--- config.mk ---
export PLATFORM = sky130hd
export DESIGN_NAME = dps_phase_select
export DESIGN_NICKNAME = d
export VERILOG_FILES = /design/src/rtl/dps_pkg.sv /design/src/rtl/dps_trans_hist.sv /design/src/rtl/dps_best_pick.sv /design/src/rtl/dps_track_ctrl.sv /design/src/rtl/dps_retime.sv /design/src/rtl/dps_phase_select.sv
export SDC_FILE = /design/constraint.sdc
export NUM_CORES = 1
export LEC_CHECK = 0
export ABC_AREA = 1
export BUFFER_PORTS_ARGS = -buffer_cell sky130_fd_sc_hd__clkbuf_2
export CAP_MARGIN = 20
export CELL_PAD_IN_SITES_DETAIL_PLACEMENT = 0
export CELL_PAD_IN_SITES_GLOBAL_PLACEMENT = 2
export CORE_ASPECT_RATIO = 0.8
export CORE_MARGIN = 3
export CORE_UTILIZATION = 30
export DETAILED_ROUTE_END_ITERATION = 7
export GPL_TIMING_DRIVEN = 0
export PLACE_DENSITY = 0.73
export SLEW_MARGIN = 15
export SYNTH_ARGS = -nofsm -noshare
export SYNTH_HDL_FRONTEND = slang
export SYNTH_HIERARCHICAL = 1
export SYNTH_SLANG_ARGS = --single-unit
--- constraint.sdc ---
create_clock -name clk -period 29.4 [get_ports clk]
set_clock_uncertainty 0.15 [all_clocks]
set_input_delay 0 -clock clk [delete_from_list [all_inputs] [get_ports clk]]
set_output_delay 0 -clock clk [all_outputs]
set_load 0.005 [all_outputs]
--- src/rtl/dps_pkg.sv ---
package dps_pkg;
  localparam int unsigned PH_N = 8;
  localparam int unsigned PH_W = $clog2(PH_N);

  typedef logic [PH_W-1:0] phase_t;

  // One step from cur toward tgt on a circle of PH_N phases; half-way ties go up.
  function automatic phase_t step_toward(input phase_t cur, input phase_t tgt);
    phase_t diff;
    diff = tgt - cur;
    if (diff == '0) return cur;
    else if (int'(diff) <= int'(PH_N / 2)) return cur + phase_t'(1);
    else return cur - phase_t'(1);
  endfunction
endpackage

--- src/rtl/dps_trans_hist.sv ---
module dps_trans_hist
  import dps_pkg::*;
#(
  parameter int unsigned WIN   = 64,
  parameter int unsigned CNT_W = $clog2(WIN + 1)
) (
  input  logic                           clk,
  input  logic                           clr,
  input  logic                           en,
  input  logic [PH_N-1:0]                samp,
  output logic                           win_done,
  output logic [PH_N-1:0][CNT_W-1:0]     win_cnt
);
  localparam int unsigned POS_W = (WIN > 1) ? $clog2(WIN) : 1;
  localparam logic [POS_W-1:0] POS_LAST = POS_W'(WIN - 1);

  logic [PH_N-1:0]  trans;
  logic             prev_last;
  logic             prev_vld;
  logic [POS_W-1:0] win_pos;
  logic             last_slot;

  assign last_slot = (win_pos == POS_LAST);

  genvar k;
  generate
    for (k = 0; k < PH_N - 1; k++) begin : g_inner
      assign trans[k] = samp[k] ^ samp[k+1];
    end
  endgenerate
  assign trans[PH_N-1] = prev_vld & (prev_last ^ samp[0]);

  always_ff @(posedge clk) begin
    if (clr) begin
      win_pos   <= '0;
      win_done  <= 1'b0;
      prev_last <= 1'b0;
      prev_vld  <= 1'b0;
    end else begin
      win_done <= 1'b0;
      if (en) begin
        prev_last <= samp[PH_N-1];
        prev_vld  <= 1'b1;
        if (last_slot) begin
          win_pos  <= '0;
          win_done <= 1'b1;
        end else begin
          win_pos <= win_pos + POS_W'(1);
        end
      end
    end
  end

  generate
    for (k = 0; k < PH_N; k++) begin : g_gap
      logic [CNT_W-1:0] acc;
      always_ff @(posedge clk) begin
        if (clr) begin
          acc        <= '0;
          win_cnt[k] <= '0;
        end else if (en) begin
          if (last_slot) begin
            win_cnt[k] <= acc + CNT_W'(trans[k]);
            acc        <= '0;
          end else begin
            acc <= acc + CNT_W'(trans[k]);
          end
        end
      end
    end
  endgenerate
endmodule

--- src/rtl/dps_best_pick.sv ---
module dps_best_pick
  import dps_pkg::*;
#(
  parameter int unsigned CNT_W = 7
) (
  input  logic [PH_N-1:0][CNT_W-1:0] win_cnt,
  output phase_t                     best_phase,
  output logic                       nonempty
);
  phase_t           best_gap;
  logic [CNT_W-1:0] best_val;
  logic [PH_N-1:0]  any_hit;

  genvar k;
  generate
    for (k = 0; k < PH_N; k++) begin : g_hit
      assign any_hit[k] = |win_cnt[k];
    end
  endgenerate

  always_comb begin
    best_gap = '0;
    best_val = win_cnt[0];
    for (int i = 1; i < int'(PH_N); i++) begin
      if (win_cnt[i] > best_val) begin
        best_val = win_cnt[i];
        best_gap = phase_t'(i);
      end
    end
  end

  assign best_phase = best_gap + phase_t'(PH_N / 2);
  assign nonempty   = |any_hit;
endmodule

--- src/rtl/dps_track_ctrl.sv ---
module dps_track_ctrl
  import dps_pkg::*;
(
  input  logic   clk,
  input  logic   clr,
  input  logic   win_done,
  input  logic   nonempty,
  input  phase_t best_phase,
  input  logic   hold,
  output phase_t phase_sel,
  output logic   locked,
  output logic   lock_pulse
);
  phase_t last_best;
  logic   last_vld;
  logic   repeat_hit;

  assign repeat_hit = last_vld && (last_best == best_phase);

  always_ff @(posedge clk) begin
    if (clr) begin
      phase_sel  <= '0;
      locked     <= 1'b0;
      lock_pulse <= 1'b0;
      last_best  <= '0;
      last_vld   <= 1'b0;
    end else begin
      lock_pulse <= 1'b0;
      if (win_done) begin
        if (nonempty) begin
          if (repeat_hit) begin
            if (!locked) begin
              locked     <= 1'b1;
              lock_pulse <= 1'b1;
            end
            if (!hold && (best_phase != phase_sel))
              phase_sel <= step_toward(phase_sel, best_phase);
          end
          last_best <= best_phase;
          last_vld  <= 1'b1;
        end else begin
          last_vld <= 1'b0;
        end
      end
    end
  end
endmodule

--- src/rtl/dps_retime.sv ---
module dps_retime
  import dps_pkg::*;
(
  input  logic            clk,
  input  logic            clr,
  input  logic            en,
  input  logic [PH_N-1:0] samp,
  input  phase_t          phase_sel,
  output logic            data_out
);
  always_ff @(posedge clk) begin
    if (clr)     data_out <= 1'b0;
    else if (en) data_out <= samp[phase_sel];
  end
endmodule

--- src/rtl/dps_phase_select.sv ---
module dps_phase_select
  import dps_pkg::*;
#(
  parameter int unsigned WIN = 64
) (
  input  logic            clk,
  input  logic            rst,
  input  logic            dpa_rst,
  input  logic            en,
  input  logic            hold,
  input  logic [PH_N-1:0] samp,
  output logic [PH_W-1:0] phase_sel,
  output logic            data_out,
  output logic            locked,
  output logic            lock_pulse
);
  localparam int unsigned CNT_W = $clog2(WIN + 1);

  logic                       clr;
  logic                       win_done;
  logic [PH_N-1:0][CNT_W-1:0] win_cnt;
  phase_t                     best_phase;
  logic                       nonempty;

  assign clr = rst | dpa_rst;

  dps_trans_hist #(.WIN(WIN), .CNT_W(CNT_W)) hist_i (
    .clk(clk), .clr(clr), .en(en), .samp(samp),
    .win_done(win_done), .win_cnt(win_cnt)
  );

  dps_best_pick #(.CNT_W(CNT_W)) pick_i (
    .win_cnt(win_cnt), .best_phase(best_phase), .nonempty(nonempty)
  );

  dps_track_ctrl ctrl_i (
    .clk(clk), .clr(clr), .win_done(win_done), .nonempty(nonempty),
    .best_phase(best_phase), .hold(hold), .phase_sel(phase_sel),
    .locked(locked), .lock_pulse(lock_pulse)
  );

  dps_retime retime_i (
    .clk(clk), .clr(clr), .en(en), .samp(samp),
    .phase_sel(phase_sel), .data_out(data_out)
  );
endmodule

### After elaboration in Yosys (flattened, before gate mapping)

Index checks and enable logic that the tools add are counted.

* flip-flop bits (word level): 131
* latch bits: 0
* memories kept: 0
* bits of input ports: 13
* memory bits (read-only): 0
* word-level logic and storage cells: 105
* RAM bits: 0

* $lt $le $gt $ge: 9
* multiply operators: 0
* add/sub/neg operators: 13
* divide/modulo/power cells: 0
* muxes and demuxes: 28
* reductions and logical operators: 11
* shift operators: 0
* bitwise operators: 15
* equality and inequality tests: 3

Operators with widths (number)
* 2-to-1 mux 7 bit: 14
* adder 7 x 1 -> 7 bit: 8
* OR reduction 56 bit: 1
* greater-than comparator 7 bit: 7
* 2-to-1 mux 3 bit: 5
* bitwise XOR 1 bit: 8
* adder 6 x 1 -> 6 bit, second input constant: 1
* == test 6 bit, second input constant: 1
* 2-to-1 mux 6 bit: 1
* 2-to-1 mux 1 bit: 5
* inverter 1 bit: 5
* AND reduction 5 bit: 1
* less-than comparator 3 x 4 -> 1 bit, second input constant: 1
* 2-to-1 mux 2 bit: 2
* AND reduction 2 bit: 2
* OR reduction 4 bit: 1
* adder 3 x 1 -> 3 bit, second input constant: 1
* adder 3 bit, second input constant: 1
* binary-select mux 1 bit (select 3 bit): 1
* == test 3 bit: 1
* <= comparator 3 bit, second input constant: 1
* logical NOT 3 bit: 1
* != test 3 bit: 1
* AND reduction 3 bit: 1
* 7 further kinds: 8

### Logic depth before layout (Yosys ltp)

Gate-level depths: netlist of the first run.

* word-level depth: 19
* mapped depth: 80
* mapped depth without buffers: 75

### Hierarchy

Netlist of the first run, hierarchy kept.

By module, submodules not included
* dps_trans_hist: area an instance 5272.6 um^2, sequential area each 2422.3 um^2, cells an instance 724, instances 1
* dps_best_pick: area an instance 1981.9 um^2, sequential area each 0.0 um^2, cells an instance 325, instances 1
* dps_track_ctrl: area an instance 585.6 um^2, sequential area each 180.2 um^2, cells an instance 79, instances 1
* dps_retime: area an instance 140.1 um^2, sequential area each 20.0 um^2, cells an instance 28, instances 1
* dps_phase_select: area an instance 11.3 um^2, sequential area each 0.0 um^2, cells an instance 3, instances 1

### Worst setup path after synthesis of the first run

No wires, ideal clock.

* kind: reg-to-reg
* start point: reg hist_i/win_cnt[6] (netlist name)
* end point: reg ctrl_i.phase_sel[2]
* stages on the path, launching flop included: 76
* setup slack: 19.261 ns
* library setup time: 0.115 ns
* arrival: 9.874 ns
* path buffers: 5
* data required time: 29.135 ns
* cell sequence: dfxtp_1 > inv_1 > ha_1 > nand2_1 > inv_1 > a21oi_1 > nand2_2 > nand2_2 > clkbuf_1 > nand2_1 > o21ai_0 > ha_1 > a21o_1 > a21oi_1 > nand2_1 > inv_2 > nand2_4 > nand2_2 > [... 40 more ...] > nand2_1 > ha_1 > a21oi_1 > o21ai_0 > nor3b_1 > o2bb2ai_1 > nand2_1 > o21bai_1 > ha_1 > nand2_1 > nand2_1 > nand2_4 > nand3_4 > fa_1 > nand4_1 > nand2_1 > a21oi_1 > nor2_1

* longest elaborated chain between the ends: 19

RTL lines
* start, declared: RTL line dps_trans_hist.sv:12 `output logic [PH_N-1:0][CNT_W-1:0] win_cnt`
* start signal, assigned by index: RTL line dps_trans_hist.sv:63 `win_cnt[k] <= acc + CNT_W'(trans[k]);`
* greater-than comparator 7 bit: RTL line dps_best_pick.sv:25 `if (win_cnt[i] > best_val) begin`
* 2-to-1 mux 7 bit: RTL line dps_best_pick.sv:25
* greater-than comparator 7 bit: RTL line dps_best_pick.sv:25
* 2-to-1 mux 7 bit: RTL line dps_best_pick.sv:25
* greater-than comparator 7 bit: RTL line dps_best_pick.sv:25
* 2-to-1 mux 7 bit: RTL line dps_best_pick.sv:25
* greater-than comparator 7 bit: RTL line dps_best_pick.sv:25
* 2-to-1 mux 7 bit: RTL line dps_best_pick.sv:25
* greater-than comparator 7 bit: RTL line dps_best_pick.sv:25
* 2-to-1 mux 7 bit: RTL line dps_best_pick.sv:25
* greater-than comparator 7 bit: RTL line dps_best_pick.sv:25
* 2-to-1 mux 7 bit: RTL line dps_best_pick.sv:25
* greater-than comparator 7 bit: RTL line dps_best_pick.sv:25
* 2-to-1 mux 3 bit (*): RTL line dps_best_pick.sv:25
* adder 3 bit (*): RTL line dps_best_pick.sv:32 `assign best_phase = best_gap + phase_t'(PH_N / 2);`
* net best_phase[1]: RTL line dps_phase_select.sv:22 `phase_t best_phase;`
* parallel branches: the longest is 4 deep, another holds subtractor 3 bit
* end signal, assigned: RTL line dps_track_ctrl.sv:37 `phase_sel <= step_toward(phase_sel, best_phase);`
* end, declared: RTL line dps_track_ctrl.sv:10 `output phase_t phase_sel,`

Mark *: on every way through the listed nets, which the timed path passes.
A chain may end at the register's enable or synchronous reset.

### Final worst setup path of the first run

* start point: reg hist_i/win_cnt[3] (netlist name)
* end point: reg ctrl_i.phase_sel[2]

The elaborated chain is that of the path after synthesis.

==> impl_results.md, run 1 <==
- Comb power frac: 4.5%
- Fin crit period: 12.10 ns
- Clock sink total: 131
- Crit path max-delay cell type: dfxtp_1
- Crit start category: flop
- Initial antenna violation count: 0
- Synth Register Bits: 131
- FF-to-FF setup slack: 17.30 ns
- Clock share of power: 50.7%
- N_diodes: 0
- Starting Density: 31.0%
- FF-to-FF path depth: 70
- Share of cells above drive strength 1: 9.72%
- Die H: 152 um
- Fraction of power spent switching nets: 22.3%
- Peak Freq: 0.0827 GHz
- Critical path class: flop to flop
- Routed wire per std cell: 14.6 um
- Fin crit share: 41.1%
- Vias in the first global route: 6524
- Outcome: finished, final reports clean
- Final Hold Viols: 0
- Drt pass-1 iters: 5
- Reg2reg start: hist_i/win_cnt[3]$_SDFFE_PP0P_
- Pin count of the biggest net entering global routing: 17
- Clock latency on the worst-skew pair: 0.42 ns
- Hold Path Sink: hist_i/win_cnt[49]$_SDFFE_PP0P_
- Hpwl dp: 18000 um
- Clock Tree Root: clkbuf_16
- Final worst setup slack: 17.30 ns
- Clock transition at path regs: 0.05 ns
- Syn_nets: 1237
- Hold path startpoint: samp[0]
- Area contributors post-synth: dfxtp_1 33%, nand2_1 20%, ha_1 10%, nand3_1 5.4%, a21oi_1 5.3%
- Most used cell, CP: nand2_1
- Iter 0 DRT Violations: 389
- Max IR drop VDD: 0.0000352 V
- Ys flop type: dfxtp_1
- Least-Margin Pin Slew: 0.592 ns
- Int Pwr: 0.310 mW
- Max-cap viol count: 0
- Final ANT Viol Nets: 0
- Clk buf depth: 2
- # DRC: 0
- Syn Inst Count: 1159
- # fillers: 2859
- Finish-stage setup viols: 0
- Die Wd: 188 um
- Area leader, netlist: dfxtp_1
- Grt ovf: 0
- Critical path fanouts, max: 10
- IO Count: 19
- Port bufs: 18
- Final nets: 1281
- Core area: 25800 um^2
- First-pass GRT wire length: 36500 um
- DRT Wirelength: 22800 um
- Rel. slew slack: 60.5%
- Static leakage: 4.16 nW
- Distinct cells, synth: 44
- RR Endpoint: ctrl_i/phase_sel[2]$_SDFFE_PP0P_
- Net Sw Power: 0.0889 mW
- Pwr dens: 43.7 nW/um^2
- RSZ-0062 raised after global routing: no
- Area of the mapped netlist: 7990 um^2
- Post-place setup slack: 17.30 ns
- FFs w/ async S/R, synth: 0%
- CTS H-Tree Depth: 4
- Sequential share of the synthesized area: 32.8%
- Vias: 7073
- Avg Cell Area, Syn: 6.90 um^2
- Hold path depth: 5
- RD Place Congestion: 0.762
- Hold WC Path Type: input port to flop
- Post-CTS sizing: 0
- Fin Setup TNS: 0 ns
- Rows: 52
- WHS: 0.0925 ns
- Post-synth top area share: 32.8%
- CTS tree: built
- Overall Global Routing Usage: 16.2%
- Num CTS Buffers: 17
- Crit. End Element: flop
- Sequential Power Share: 44.8%
- Final Slew Violations: 0
- Critical Path RT: 29.55 ns
- Synth warnings: 6
- Number of flops mapped to enable cells by yosys: 0
- Die ar.: 28600 um^2
- Largest stage delay on the critical path: 0.46 ns
- Via density: 4.52
- Syn-to-layout area delta: 14.5%
- Tot Pwr: 0.399 mW
- Crit path DAT: 12.25 ns
[cell families after synthesis]
kind of cell	count (synthesis)	share of synthesized area, %
buffers and inverters	152	8.17
AOI/OAI and AO/OA	145	10.1
and+or+nand+nor	633	35.0
adders and majority gates	65	10.3
DFF	131	32.8
xor gates and xnor gates	33	3.62
[routing by layer]
metal  part of all wire [%]  wire length, um  track usage (%)
met5                      0                0                0
met4                   0.95              216             3.83
met3                    2.4              558             2.21
met2                     37             8490             21.6
met1                     59            13600             26.5
[area by class of cell]
cell class,count,area [um^2],share of cell area [%]
repair buffers,25,160,1.75
clock inverters,4,47.5,0.520
well taps,351,439,4.80
flip-flops and latches,131,2620,28.7
clock buffers,26,509,5.57
inverters,116,435,4.76
multi-input cells,876,4720,51.6
plain buffers,36,218,2.38
[cell usage after synthesis (all sizes together) (2+ instances only)]
library cell	n
ha	64
nor2	46
xor2	23
and2	6
xnor2	10
nand4	15
clkbuf	13
nor3	3
o21bai	10
or2	5
o21a	5
a21oi	87
nand2	441
and3	7
a21o	6
nor3b	2
buf	23
nor4	15
nand3b	3
nand3	89
dfxtp	131
o21ai	33
inv	116
[what timing repair did]
| item | 4_1_cts | 5_1_grt |
|---|---|---|
| setup buffers | 0 | 0 |
| hold buffers | 7 | 0 |
| endpoints found under the hold margin | 13 | 0 |
[worst max-delay path by stage]
stage                                    from                               end  slack [ns]  depth (start not counted)
3_5_place_dp   hist_i/win_cnt[3]$_SDFFE_PP0P_  ctrl_i/phase_sel[2]$_SDFFE_PP0P_       17.30                         68
2_1_floorplan  hist_i/win_cnt[6]$_SDFFE_PP0P_  ctrl_i/phase_sel[2]$_SDFFE_PP0P_       19.26                         75
4_1_cts        hist_i/win_cnt[3]$_SDFFE_PP0P_  ctrl_i/phase_sel[2]$_SDFFE_PP0P_       17.23                         68
5_1_grt        hist_i/win_cnt[3]$_SDFFE_PP0P_  ctrl_i/phase_sel[2]$_SDFFE_PP0P_       15.86                         70
3_3_place_gp   hist_i/win_cnt[3]$_SDFFE_PP0P_  ctrl_i/phase_sel[2]$_SDFFE_PP0P_       17.24                         68
6_report       hist_i/win_cnt[3]$_SDFFE_PP0P_  ctrl_i/phase_sel[2]$_SDFFE_PP0P_       17.30                         70
[power groups by stage]
stage / sequential, mW / clock [mW] / combinational [mW]
finish: 0.179 / 0.202 / 0.0181
CTS: 0.179 / 0.207 / 0.0185
floorplan: 0.183 / 0 / 0.00969
detailed placement: 0.183 / 0 / 0.0178
global route: 0.179 / 0.215 / 0.0199
global placement: 0.183 / 0 / 0.0179
[placed cells by master, fill, tap and decap left out, types with 2 or more instances in the layout]
cell | netlist | routed
a21o_1 | 6 | 6
a21oi_1 | 85 | 85
and2_1 | 6 | 6
and3_1 | 7 | 7
buf_1 | 2 | 2
buf_2 | 9 | 9
buf_4 | 5 | 5
buf_6 | 7 | 7
clkbuf_1 | 13 | 17
clkbuf_16 | 0 | 17
clkbuf_2 | 0 | 18
clkbuf_8 | 0 | 5
clkinv_2 | 0 | 2
dfxtp_1 | 131 | 131
dlygate4sd3_1 | 0 | 7
ha_1 | 64 | 64
inv_1 | 108 | 108
inv_2 | 8 | 8
nand2_1 | 416 | 416
nand2_2 | 17 | 17
nand2_4 | 8 | 8
nand3_1 | 87 | 87
nand3b_1 | 2 | 2
nand4_1 | 13 | 13
nand4_2 | 2 | 2
nor2_1 | 39 | 39
nor2_2 | 5 | 5
nor2_4 | 2 | 2
nor3_1 | 3 | 3
nor3b_1 | 2 | 2
nor4_1 | 15 | 15
o21a_1 | 5 | 5
o21ai_0 | 32 | 32
o21bai_1 | 10 | 10
or2_2 | 5 | 5
xnor2_1 | 10 | 10
xor2_1 | 23 | 23
[per-stage QoR]
step | utilization [%] | instance area, um^2 | std cells
2_1_floorplan | - | 7990 | 1159
3_3_place_gp | 33.1 | 8520 | 1528
3_5_place_dp | 33.1 | 8520 | 1528
4_1_cts | 35.5 | 9150 | 1565
5_1_grt | 35.5 | 9150 | 1565
6_report | 35.5 | 9150 | 1565
[sequential cells by signal (all words and copies together), names as in the netlist]
name / cells
retime_i/data_out: 1
hist_i/win_cnt: 56
hist_i/prev_vld: 1
ctrl_i/last_best: 3
ctrl_i/phase_sel: 3
ctrl_i/lock_pulse: 1
hist_i/prev_last: 1
hist_i/win_pos: 6
ctrl_i/locked: 1
hist_i/g_gap.acc: 56
hist_i/win_done: 1
ctrl_i/last_vld: 1
[worst max-delay path: cells and delay by family (launching register included)]
family                   cells  cell delay (ns)
flip-flops                   1             0.46
adder cells (fa/ha/maj)      9             2.85
AO/OA/AOI/OAI               18             3.24
buffers and inverters       10             1.88
AND/OR/NAND/NOR             33             3.43
No activity file was read; power rests on OpenSTA's default activity.
==> inputs of run 2 (changes only) <==
--- a/config.mk
+++ b/config.mk
@@ -5,7 +5,7 @@
 export SDC_FILE = /design/constraint.sdc
 export NUM_CORES = 1
 export LEC_CHECK = 0
-export ABC_AREA = 1
+export ABC_AREA = 0
 export BUFFER_PORTS_ARGS = -buffer_cell sky130_fd_sc_hd__clkbuf_2
 export CAP_MARGIN = 20
 export CELL_PAD_IN_SITES_DETAIL_PLACEMENT = 0
@@ -15,7 +15,7 @@
 export CORE_UTILIZATION = 30
 export DETAILED_ROUTE_END_ITERATION = 7
 export GPL_TIMING_DRIVEN = 0
-export PLACE_DENSITY = 0.73
+export PLACE_DENSITY = 0.69
 export SLEW_MARGIN = 15
 export SYNTH_ARGS = -nofsm -noshare
 export SYNTH_HDL_FRONTEND = slang
==> constraint.sdc (replaced) <==
create_clock -name clk -period 12.6 [get_ports clk]
set_clock_uncertainty 0.15 [all_clocks]
set_input_delay 0 -clock clk [delete_from_list [all_inputs] [get_ports clk]]
set_output_delay 0 -clock clk [all_outputs]
set_load 0.005 [all_outputs]
==> run 2 against run 1 <==
  * Largest cell class unchanged
  * Synthesized cell count is 17% lower
  * Synthesized area up 2.4%
  * Highest routed layer unchanged
  * Die area grew 2.4%
  * Clock power is 130% higher
  * Maximum frequency shrank 1.5%
  * Via count up 7.5%
  * Hold slack worse by 0.0082 ns
  * Final area grew 13%
  * First-iteration DRC count increased by 51%
  * Utilization up 3.4 points
  * Sequential share of layout area is 3.0 points lower
==> impl_results.md, run 2 <==
- Int Pwr: 0.701 mW (+130%)
- Fin crit share: 97.5% (+56 points)
- Hold WC Path Type: input port to flop
- Outcome: finished, final reports clean
- Largest regs: hist_i/g_gap.acc: 56 flops, hist_i/win_cnt: 56 flops, hist_i/win_pos: 6 flops
- Ys flop type: dfxtp_1
- Synth Area in XOR/XNOR: 5.14% (+1.5 points)
- Pin count of the biggest net entering global routing: 17 (unchanged)
- Largest family of logic cells by synthesized area: compound AO/OA/AOI/OAI gates
- Comb power frac: 4.3% (-0.2 points)
- Via density: 5.32 (+18%)
- CTS tree: built
- Most common cell after layout, fill and taps aside: dfxtp_1
- FF-to-FF path depth: 67 (-4.3%)
- Final Slew Violations: 0 (unchanged)
- FF-to-FF setup slack: 0.32 ns (-16.99 ns)
- Initial antenna violation count: 0 (unchanged)
- Critical path fanouts, max: 5 (-5)
- Synth warnings: 6 (unchanged)
- Avg Cell Area, Syn: 8.51 um^2 (+23%)
- Num CTS Buffers: 17 (unchanged)
- Drt pass-1 iters: 4 (-1)
- Reg2reg start: hist_i/win_cnt[6]$_SDFFE_PP0P_
- Clock share of power: 50.8% (about the same)
- Crit path max-delay cell type: or4_4
- Post-synthesis mux area share: 2.89% (+2.9 points)
- Net Sw Power: 0.226 mW (+150%)
- Iter 0 DRT Violations: 589 (+51%)
- Crit start category: flop
- Least-Margin Pin Slew: 0.910 ns (+0.318 ns)
- RR Endpoint: ctrl_i/phase_sel[2]$_SDFFE_PP0P_
- Grt ovf: 0 (unchanged)
- Syn Inst Count: 962 (-17%)
- Critical path class: flop to flop
- Synth Area in Adders: 10.5% (+0.27 points)
- First-pass GRT wire length: 44800 um (+23%)
- Commonest cells post-synth: 131 x dfxtp_1, 123 x a21oi_1, 68 x o21ai_0
- N_diodes: 0 (unchanged)
- Rel. slew slack: 39.3% (-21 points)
- Final ANT Viol Nets: 0 (unchanged)
- Most common cell in the netlist: dfxtp_1
- Static leakage: 3.71 nW (-11%)
- Area contributors post-synth: dfxtp_1 32%, ha_1 9.8%, a21oi_1 7.5%, o21ai_0 4.2%, nand3_1 3.9%
- Finish-stage setup viols: 0 (unchanged)
- Number of flops mapped to enable cells by yosys: 0 (unchanged)
- Starting Density: 30.8% (-0.23 points)
- Sequential share of the synthesized area: 32.0% (-0.78 points)
- Core area: 26600 um^2 (+3.2%)
- Die H: 154 um (+1.2%)
- Most frequent cells in the layout: 120 x dfxtp_1, 111 x a21oi_1, 63 x buf_4
- Syn-to-layout area delta: 26.2%
- CTS H-Tree Depth: 4 (unchanged)
- Area leader, netlist: dfxtp_1
- Routed wire per std cell: 20.7 um (+42%)
- DRT Wirelength: 29700 um (+30%)
- Largest stage delay on the critical path: 0.49 ns (+0.03 ns)
- Max IR drop VDD: 0.0000943 V (+170%)
- Post-synthesis compound-gate area fraction: 26.8% (+17 points)
- Rows: 53 (+1.9%)
- Sequential Power Share: 44.9% (about the same)
- FFs w/ async S/R, synth: 0% (unchanged)
- Hold path startpoint: samp[2]
- Area of the mapped netlist: 8190 um^2 (+2.4%)
- Clock sink total: 131 (unchanged)
- Most used cell, CP: a21oi_2
- Share of cells above drive strength 1: 24.6% (+15 points)
- Post-Synth Simple-Gate Area: 16.8% (-18 points)
- Fin Setup TNS: 0 ns (unchanged)
- Overall Global Routing Usage: 20.3% (+4.1 points)
- Final Hold Viols: 0 (unchanged)
- Hold path depth: 5 (unchanged)
- Clock latency on the worst-skew pair: 0.42 ns (about the same)
- Post-route cell area: 10300 um^2 (+13%)
- Die Wd: 191 um (+1.2%)
- Max-cap viol count: 0 (unchanged)
- Hold Path Sink: hist_i/win_cnt[7]$_SDFFE_PP0P_
- Pwr dens: 89.6 nW/um^2 (+110%)
- Synth Register Bits: 131 (unchanged)
- RSZ-0062 raised after global routing: yes
- Distinct cells, synth: 70 (+59%)
- Vias: 7603 (+7.5%)
- # DRC: 0 (unchanged)
- Port bufs: 18 (unchanged)
- Vias in the first global route: 7278 (+12%)
- Fraction of power spent switching nets: 24.4% (+2.1 points)
- Clock Tree Root: clkbuf_16
- Final nets: 1138 (-11%)
- Hpwl dp: 21200 um (+17%)
- Crit path DAT: 12.48 ns (+0.23 ns)
- Clock transition at path regs: 0.06 ns (about the same)
- Fin crit period: 12.28 ns (+0.186 ns)
- Die ar.: 29300 um^2 (+2.4%)
- Post-synth top area share: 32.0% (-0.78 points)
- Clk buf depth: 2 (unchanged)
- Placed instance area: 8750 um^2 (+2.7%)
- Syn_nets: 1040 (-16%)
- Crit. End Element: flop
- RD Place Congestion: 0.787 (+3.3%)
- Finished Core Util: 38.9% (+3.4 points)
- Critical Path RT: 12.80 ns (-16.75 ns)
- Peak Freq: 0.0814 GHz (-1.5%)
- IO Count: 19 (unchanged)
run 2: changes by cell type in the layout (fill, tap and decap cells not counted), sizes merged, moves of 17 or more:
cell,previous run,this run
o211ai,0,21
nand2,441,58
buf,23,88
o21ai,33,71
or3,0,34
inv,116,50
nand3,89,72
mux2i,0,18
a21oi,87,124
a211oi,0,30
xnor2,10,27
run 2: layout make-up:
type / instances / area (um^2)
Clock inverter: 14 / 115
Tap cell: 357 / 447
Buffer: 47 / 275
Fill cell: 2717 / 16300
Clock buffer: 18 / 439
Timing Repair Buffer: 80 / 589
Multi-Input combinational cell: 731 / 5620
Sequential cell: 131 / 2650
Inverter: 52 / 200
run 2: how the worst max path moves through the flow:
stage,slack [ns],cells after the start,endpoint,from
3_5_place_dp,-1.82,69,ctrl_i/phase_sel[2]$_SDFFE_PP0P_,hist_i/win_cnt[6]$_SDFFE_PP0P_
5_1_grt,-0.43,70,ctrl_i/phase_sel[2]$_SDFFE_PP0P_,hist_i/win_cnt[6]$_SDFFE_PP0P_
6_report,0.32,67,ctrl_i/phase_sel[2]$_SDFFE_PP0P_,hist_i/win_cnt[6]$_SDFFE_PP0P_
4_1_cts,0.007,71,ctrl_i/phase_sel[2]$_SDFFE_PP0P_,hist_i/win_cnt[5]$_SDFFE_PP0P_
2_1_floorplan,0.06,68,ctrl_i/phase_sel[2]$_SDFFE_PP0P_,hist_i/win_cnt[6]$_SDFFE_PP0P_
3_3_place_gp,-1.87,64,ctrl_i/phase_sel[2]$_SDFFE_PP0P_,hist_i/win_cnt[6]$_SDFFE_PP0P_
run 2: worst max-delay path, delay by kind of cell (launching register included):
kind	cells	cell delay, ns
AO/OA/AOI/OAI	28	4.50
AND/OR/NAND/NOR	20	3.26
adder cells (fa/ha/maj)	9	2.47
buffers and inverters	7	0.79
multiplexers	2	0.53
flip-flops	1	0.38
XOR/XNOR	1	0.14
run 2: metal layers:
layer	wire length [um]	vias to the layer above	global-route usage [%]
li1	-	3804	-
met1	16500	3668	32.3
met2	11900	107	28.6
met3	989	24	2.74
met4	333	0	4.26
met5	0	-	0
run 2: per-stage QoR:
stage               power [mW]  instances  setup WS, ns  hold WS, ns
finish                   0.926       1430         0.318       0.0844
floorplan                0.448        962        0.0555      -0.0606
global route             0.956       1430        -0.427        0.124
global placement         0.465       1337         -1.87        0.141
detailed placement       0.465       1337         -1.82        0.146
CTS                      0.934       1409       0.00703       0.0762
run 2: timing repair:
| action | 4_1_cts | 5_1_grt |
|---|---|---|
| endpoints found under the hold margin | 5 | 0 |
| hold buffers | 4 | 0 |
| gates resized for setup | 67 | 52 |
| gates cloned | 0 | 1 |
| pin swaps | 27 | 47 |
| endpoints found under the setup margin | 7 | 5 |
| buffers inserted | 37 | 21 |
run 2: power by group through the flow:
| stage | clock network, mW | registers (mW) | logic [mW] |
|---|---|---|---|
| finish | 0.471 | 0.416 | 0.0398 |
| detailed placement | 0 | 0.426 | 0.0385 |
| floorplan | 0 | 0.426 | 0.0215 |
| global placement | 0 | 0.426 | 0.0385 |
| CTS | 0.479 | 0.416 | 0.0397 |
| global route | 0.497 | 0.416 | 0.0432 |
run 2: kinds of logic after synthesis:
kind of cell	count (synthesis)
adders and majority gates	69
buffers and inverters	101
muxes	22
xor gates and xnor gates	48
and+or+nand+nor	258
DFF	131
AOI/OAI and AO/OA	333
